--- config.mk ---
export PLATFORM = sky130hd
export DESIGN_NAME = reset_merge
export DESIGN_NICKNAME = d
export VERILOG_FILES = /design/src/rtl/reset_merge_pkg.sv /design/src/rtl/reset_merge_filt.sv /design/src/rtl/reset_merge_pulse.sv /design/src/rtl/reset_merge_cause.sv /design/src/rtl/reset_merge.sv
export SDC_FILE = /design/constraint.sdc
export NUM_CORES = 1
export LEC_CHECK = 0
export BUFFER_PORTS_ARGS = -buffer_cell sky130_fd_sc_hd__buf_2
export CAP_MARGIN = 30
export CORE_MARGIN = 2
export CORE_UTILIZATION = 47
export DETAILED_ROUTE_END_ITERATION = 7
export GPL_TIMING_DRIVEN = 0
export PLACE_DENSITY_LB_ADDON = 0.25
export SLEW_MARGIN = 15
export SYNTH_ARGS = -nofsm -noshare
export SYNTH_HDL_FRONTEND = slang
export SYNTH_SLANG_ARGS = --single-unit
--- constraint.sdc ---
create_clock -name clk -period 1.9 [get_ports clk]
set_clock_uncertainty 0.1 [all_clocks]
set_input_delay 0.095 -clock clk [delete_from_list [all_inputs] [get_ports clk]]
set_output_delay 0.095 -clock clk [all_outputs]
set_load 0.005 [all_outputs]
--- src/rtl/reset_merge_pkg.sv ---
package reset_merge_pkg;
  localparam int NSRC      = 6;
  localparam int IDX_POR   = 0;
  localparam int IDX_PAD   = 1;
  localparam int IDX_IWDG  = 2;
  localparam int IDX_WWDG  = 3;
  localparam int IDX_DBG   = 4;
  localparam int IDX_BADOP = 5;
endpackage

--- src/rtl/reset_merge_filt.sv ---
module reset_merge_filt #(
  parameter int FILT_LEN = 4
) (
  input  logic clk,
  input  logic rst,
  input  logic pad_in,
  output logic low_q,
  output logic low_evt
);
  localparam int CW = $clog2(FILT_LEN + 1);

  logic          s1, s2;
  logic [CW-1:0] cnt;

  always_ff @(posedge clk) begin
    if (rst) begin
      s1      <= 1'b1;
      s2      <= 1'b1;
      cnt     <= '0;
      low_q   <= 1'b0;
      low_evt <= 1'b0;
    end else begin
      s1      <= pad_in;
      s2      <= s1;
      low_evt <= 1'b0;
      if (s2) begin
        cnt   <= '0;
        low_q <= 1'b0;
      end else if (!low_q) begin
        if (cnt == CW'(FILT_LEN - 1)) begin
          low_q   <= 1'b1;
          low_evt <= 1'b1;
        end else begin
          cnt <= cnt + 1'b1;
        end
      end
    end
  end

  // filtered low only appears after a full run of low samples
  p_glitch_r2: assert property (@(posedge clk) disable iff (rst)
    $rose(low_q) |-> (!$past(s2) && $past(cnt) == CW'(FILT_LEN - 1)));
  p_high_clears_r2: assert property (@(posedge clk) disable iff (rst)
    s2 |=> !low_q);
endmodule

--- src/rtl/reset_merge_pulse.sv ---
module reset_merge_pulse #(
  parameter int PULSE_CYC = 2000
) (
  input  logic clk,
  input  logic trig,
  output logic busy
);
  localparam int CW = $clog2(PULSE_CYC + 1);

  logic [CW-1:0] cnt;

  always_ff @(posedge clk) begin
    if (trig)            cnt <= CW'(PULSE_CYC);
    else if (cnt != '0)  cnt <= cnt - 1'b1;
  end

  assign busy = (cnt != '0);

  // any request reloads the full width
  p_retrig_r4: assert property (@(posedge clk)
    trig |=> cnt == CW'(PULSE_CYC));
  // countdown never skips
  p_count_r3: assert property (@(posedge clk)
    (!trig && cnt != '0) |=> cnt == $past(cnt) - 1'b1);
endmodule

--- src/rtl/reset_merge_cause.sv ---
module reset_merge_cause
  import reset_merge_pkg::*;
(
  input  logic            clk,
  input  logic            por,
  input  logic [NSRC-1:0] set_vec,
  input  logic [NSRC-1:0] clr_vec,
  output logic [NSRC-1:0] cause
);
  always_ff @(posedge clk) begin
    if (por) begin
      cause          <= '0;
      cause[IDX_POR] <= 1'b1;
    end else begin
      cause <= (cause & ~clr_vec) | set_vec;
    end
  end

  // without a clear request no bit is ever lost
  p_sticky_r9: assert property (@(posedge clk) disable iff (por)
    (clr_vec == '0) |=> ((cause & $past(cause)) == $past(cause)));
  // an active source always wins over a clear
  p_set_wins_r10: assert property (@(posedge clk) disable iff (por)
    (set_vec != '0) |=> ((cause & $past(set_vec)) == $past(set_vec)));
endmodule

--- src/rtl/reset_merge.sv ---
module reset_merge
  import reset_merge_pkg::*;
#(
  parameter int PULSE_CYC = 2000,
  parameter int FILT_LEN  = 4
) (
  input  logic            clk,
  input  logic            src_por,
  input  logic            src_iwdg,
  input  logic            src_wwdg,
  input  logic            src_dbg,
  input  logic            src_badop,
  input  logic            pad_in,
  input  logic            gpio_wr,
  input  logic            gpio_val,
  input  logic [NSRC-1:0] cause_clr,
  output logic            pad_pull_low,
  output logic            sys_rst,
  output logic [NSRC-1:0] rst_cause,
  output logic            gpio_mode
);
  logic            int_any;
  logic            pulse_on;
  logic            pad_low_q;
  logic            pad_evt;
  logic            ext_hit;
  logic [NSRC-1:0] set_vec;

  assign int_any = src_por | src_iwdg | src_wwdg | src_dbg | src_badop;

  reset_merge_filt #(.FILT_LEN(FILT_LEN)) u_filt (
    .clk     (clk),
    .rst     (src_por),
    .pad_in  (pad_in),
    .low_q   (pad_low_q),
    .low_evt (pad_evt)
  );

  reset_merge_pulse #(.PULSE_CYC(PULSE_CYC)) u_pulse (
    .clk  (clk),
    .trig (int_any),
    .busy (pulse_on)
  );

  always_ff @(posedge clk) begin
    if (src_por)      gpio_mode <= 1'b0;
    else if (gpio_wr) gpio_mode <= gpio_val;
  end

  assign ext_hit = pad_low_q & ~gpio_mode;

  always_comb begin
    set_vec            = '0;
    set_vec[IDX_POR]   = src_por;
    set_vec[IDX_PAD]   = pad_evt & ~pulse_on & ~gpio_mode;
    set_vec[IDX_IWDG]  = src_iwdg;
    set_vec[IDX_WWDG]  = src_wwdg;
    set_vec[IDX_DBG]   = src_dbg;
    set_vec[IDX_BADOP] = src_badop;
  end

  reset_merge_cause u_cause (
    .clk     (clk),
    .por     (src_por),
    .set_vec (set_vec),
    .clr_vec (cause_clr),
    .cause   (rst_cause)
  );

  assign sys_rst      = int_any | pulse_on | ext_hit;
  assign pad_pull_low = pulse_on & ~gpio_mode;

  // internal requests reach the reset without a clock
  p_async_r5: assert property (@(posedge clk) int_any |-> sys_rst);
  // an internal request pulls the pad in pad-reset mode
  p_pull_r1: assert property (@(posedge clk) disable iff (src_por)
    int_any |=> (pad_pull_low || gpio_mode));
  // reset still held right after power-on request drops
  p_por_hold_r7: assert property (@(posedge clk) disable iff (src_por)
    $fell(src_por) |-> pulse_on);
  // pad ignored in general-purpose mode
  p_gpio_ignore_r8: assert property (@(posedge clk) disable iff (src_por)
    (gpio_mode && !int_any && !pulse_on) |-> !sys_rst);
endmodule

== After elaboration in Yosys (flattened, before gate mapping) ==
Index checks and enable logic that the tools add are counted.

* Output and inout bits: 9
* Memory bits (read-only): 0
* Memories: 0
* Input bits: 15
* RAM bits: 0
* Register bits: 25
* Latch bits: 0

* Shifts and indexed selects: 0
* Multiplexer cells: 2
* Multipliers: 0
* Divide/modulo/power cells: 0
* Bitwise logic cells: 17
* Reduce and logical (&&, ||, !) cells: 4
* Add/sub/neg operators: 2
* Order comparisons: 0
* Eq/ne operators: 1

{| class="wikitable"
|+ Operators by type and width
! operator !! count
|-
| nonzero test 11 bit || 1
|-
| subtractor 11 x 1 -> 11 bit, second input constant || 1
|-
| AND 6 bit || 1
|-
| NOT 6 bit || 1
|-
| bitwise OR 1 bit || 6
|-
| bitwise OR 6 bit || 1
|-
| AND 1 bit || 4
|-
| NOT 1 bit || 4
|-
| adder 3 x 1 -> 3 bit, second input constant || 1
|-
| equality test 3 x 2 -> 1 bit, second input constant || 1
|-
| OR reduction 3 bit || 1
|-
| 2-to-1 mux 1 bit || 2
|-
| AND reduction 2 bit || 1
|-
| OR reduction 2 bit || 1
|}

== Depth between registers and ports, before layout ==
* Depth in word-level cells: 6
* Mapped depth: 6
* Depth with buffers taken out: 6

== By module ==
A second synthesis with hierarchy kept.

* Cell total of the unflattened synthesis: 120
* Area total of the unflattened synthesis: 1159.9 um^2

{| class="wikitable"
|+ By module, submodules not included
! module !! cells an instance !! area each (um^2) !! sequential area each (um^2) !! times used
|-
| reset_merge_pulse || 61 || 575.6 || 220.2 || 1
|-
| reset_merge_filt || 25 || 259.0 || 140.1 || 1
|-
| reset_merge_cause || 24 || 245.2 || 120.1 || 1
|-
| reset_merge || 10 || 80.1 || 20.0 || 1
|}

== Worst setup path after synthesis ==
Ideal clock, no wire load.

* Path kind: register to register
* Start: register u_pulse.cnt[0]
* End: register u_pulse.cnt[5]
* Arrival time: 1.687 ns
* Stages on the path, launching flop included: 7
* Setup time: 0.070 ns
* Path slack: 0.043 ns
* Cells stage by stage: dfxtp_1 > inv_1 > ha_1 > or2b_1 > nor3_4 > or4_2 > a21oi_1

* Word-level cells in the longest chain between the ends: 1
* Elaborated cells between the ends (all ways): 2
* Classes of those cells: add/sub: 1; reduce/logical: 1

{| class="wikitable"
|+ Ends and longest elaborated chain
! item !! RTL line !! source
|-
| start, declared || reset_merge_pulse.sv:10 || <nowiki>logic [CW-1:0] cnt;</nowiki>
|-
| start signal, assigned || reset_merge_pulse.sv:13 || <nowiki>if (trig) cnt <= CW'(PULSE_CYC);</nowiki>
|-
| start signal, assigned || reset_merge_pulse.sv:14 || <nowiki>else if (cnt != '0) cnt <= cnt - 1'b1;</nowiki>
|-
| subtractor 11 x 1 -> 11 bit or nonzero test 11 bit (tied branches) || reset_merge_pulse.sv:14 ||
|}

Parallel ways exist; a longest one is shown, timed or not.
A chain may end at the register's enable or synchronous reset.

== Final worst setup path ==
* Start: register u_pulse.cnt[2]
* End: output sys_rst

* Word-level cells in the longest chain between the ends: 3

{| class="wikitable"
|+ Ends and longest elaborated chain
! item !! RTL line !! source
|-
| nonzero test 11 bit || reset_merge_pulse.sv:17 || <nowiki>assign busy = (cnt != '0);</nowiki>
|-
| bitwise OR 1 bit (2 in series) || reset_merge.sv:70 || <nowiki>assign sys_rst = int_any | pulse_on | ext_hit;</nowiki>
|-
| end, declared || reset_merge.sv:18 || <nowiki>output logic sys_rst,</nowiki>
|}

No other way between the ends.

==> flow_summary.yaml <==
cts:
  cts_buffers: 3
  clockBufferDepth: 2
  cts-root-buf: "clkbuf_4"
  cts.reportedPaths.clkPinSlew_ps: 140
  htree_levels: 1
  cts_tree: "done"
  clock_latency_ps: 330
  cts.sinks: 25
logic_synthesis:
  synth_fa_ha_area_share_pct: 4.59
  netlist_area_um2: 1090
  synth.distinct_cells: 36
  synth_top_family_by_area: "simple AND/OR/NAND/NOR gates"
  syn_inst: 117
  synth-xor-area-share_pct: 4.01
  synth_seq_area_share_pct: 45.9
  yosysTopAreaCell: "dfxtp_1"
  synth_compound_area_share_pct: 12.6
  yosys_warnings: 0
  synth_top_area_share_pct: 45.9
  synthMuxAreaShare_pct: 2.75
  ys_seq_elements: 25
  synthTopCellsByArea: "dfxtp_1 46%, nor2_1 4.8%, ha_1 4.6%, a21oi_1 3.7%, nor3_1 3.7%"
  synth-simple-area-share_pct: 26.7
  synth_fp_nets: 136
  avgSynthCellArea_um2: 9.33
timing:
  fmax_mhz: 506
  setup_slack_ps: -77.9
  fin_crit_sh_pct: 104
  hold_viol: 0
  finalCriticalPeriod_ps: 1980
  setup_violations: 2
  slew_headroom_pct: 65.8
  rsz0062_at_grt: "true"
  worstMarginPinSlew_ps: 508
  slew_violations: 0
  whs_ps: 329
drt:
  drc: 0
  vias_per_cell: 5.32
  detail-route-antenna-nets: 0
  drtIter0Drc: 16
  wire_per_inst_um: 13.0
  wl_um: 2570
  drt_pass1_iterations: 4
  vias: 1053
cells_and_area:
  area_delta_synth_final_pct: 43.2
  drive_gt1_share_pct: 35.9
  final_common_cell: "buf_2"
  finish.net_count: 190
  fillers: 179
  layout_common_cells: "23 x buf_2, 17 x dfxtp_1, 15 x dlygate4sd3_1"
  antenna_cells: 0
global_routing:
  grt_antenna_before_repair: 0
  grt_first_pass_wirelength_um: 4110
  track_usage_pct: 20.6
  grt_pass1_vias: 949
  gr-total-overflow: 0
  grt_start_max_net_pins: 16
placement:
  place_congestion: 0.818
  dp_slack_ps: -98.6
  io_buffers: 23
  dp_hpwl_um: 1550
worst_hold_path:
  holdCritPathClass: "reg2reg"
outcome:
  status: "finished, violations left"
  violations: "negative setup slack"
worst_setup_path:
  arrival_ps: 1780
  crit_type: "reg2out"
  critPathMaxFanout: 5
  critPathLaunchType: "flop"
  endpoint_kind: "output port"
  cp_data_required_time_ps: 1700
die:
  dieArea_um2: 2720
  die_x_um: 52.2
  ios: 24
  fp.dieH_um: 52.2
  rows: 17
  start_util_pct: 49.3
  core_um2: 2210
pwr:
  p_per_area_nw_per_um2: 568
  vdd_drop_max_mv: 0.436
  leakagePower_nw: 0.661
run:
  drv_cap: 0
## path summary, 6_finish.rpt
kind	startpoint	endpoint	slack (ps)	cells past startpoint
setup / recovery	u_pulse.cnt[2]	sys_rst	-80	4
hold / removal	u_filt.s1	u_filt.s2	330	1
setup reg to reg	u_pulse.cnt[2]	u_pulse.cnt[0]	60	6
hold reg to reg	u_filt.s1	u_filt.s2	330	1
## power breakdown
group / internal, mW / switching [mW] / leakage (nW) / total (mW)
Combinational: 0.0587 / 0.0368 / 0.441 / 0.0955
Clock: 0.0806 / 0.171 / 0.0139 / 0.251
Sequential: 0.532 / 0.00870 / 0.205 / 0.541
Total: 0.672 / 0.216 / 0.661 / 0.888
## final cells by class
class / count / area [um^2] / area share (%)
Buffer: 2 / 7.51 / 0.480
Clock buffer: 3 / 22.5 / 1.44
Clock inverter: 1 / 7.51 / 0.480
Inverter: 8 / 35.0 / 2.24
Multi-Input combinational cell: 82 / 587 / 37.6
Sequential cell: 25 / 520 / 33.3
Tap cell: 28 / 35.0 / 2.24
Timing Repair Buffer: 49 / 348 / 22.3
## per-stage QoR
step | util [%] | std cells | total power, mW | TNS, ps | instance area, um^2
detailed placement | 56.1 | 168 | 0.620 | -98.6 | 1240
global placement | 56.1 | 168 | 0.617 | -74.3 | 1240
global route | 70.6 | 198 | 0.918 | -238 | 1560
CTS | 66.8 | 191 | 0.893 | -151 | 1480
floorplan | - | 117 | 0.588 | 0 | 1090
finish | 70.6 | 198 | 0.888 | -108 | 1560
## layer usage
metal / part of all wire, % / global-route usage, % / vias to the layer above
li1: - / - / 527
met1: 44 / 25.4 / 491
met4: 1.4 / 8.97 / 0
met2: 50 / 35.9 / 31
met5: 0 / 0 / -
met3: 4.8 / 2.57 / 4
## cell usage after synthesis
library cell / n
a2111oi_0: 1
a211o_1: 1
a211oi_1: 1
a21o_1: 2
a21oi_1: 8
a31o_2: 1
a31oi_1: 1
and4_1: 1
buf_1: 1
clkbuf_1: 1
dfxtp_1: 25
ha_1: 4
inv_1: 8
mux2i_1: 3
nand2_1: 2
nand2b_1: 3
nand3_1: 5
nand3b_1: 1
nand4_1: 2
nor2_1: 14
nor2b_1: 2
nor3_1: 8
nor3_4: 1
nor4_1: 2
nor4_4: 1
nor4b_1: 1
o211ai_1: 1
o21ai_0: 1
o31ai_1: 4
or2_2: 2
or2b_1: 1
or4_1: 1
or4_2: 1
or4_4: 1
xnor2_1: 2
xor2_1: 3
## critical path: stages (launching register included)
cell and delay, ps:
dfxtp_4 370, or4_4 560, nor3_4 290, nand3_1 110, buf_2 130
## registers in the layout, indices dropped and copies added (netlist names)
signal / flops
gpio_mode: 1
u_filt.cnt: 3
u_filt.s1: 1
u_filt.low_q: 1
u_pulse.cnt: 11
u_filt.s2: 1
u_filt.low_evt: 1
u_cause.cause: 6
## repair_timing
action,CTS,global route
hold endpoints to repair,14,0
endpoints found under the setup margin,3,4
pin swaps,3,6
hold buffers,15,0
setup buffers,4,7
cloned,0,0
gates resized for setup,13,11
## kinds of logic (layout without fill, tap and decap cells)
| family | Yosys count | count (layout) |
|---|---|---|
| adder cells (fa/ha/maj) | 4 | 4 |
| AND/OR/NAND/NOR | 49 | 49 |
| multiplexers | 3 | 3 |
| flip-flops | 25 | 25 |
| AO/OA/AOI/OAI | 21 | 21 |
| XOR/XNOR | 5 | 5 |
| buffers and inverters | 10 | 63 |
(Power assumes the default switching activity.)
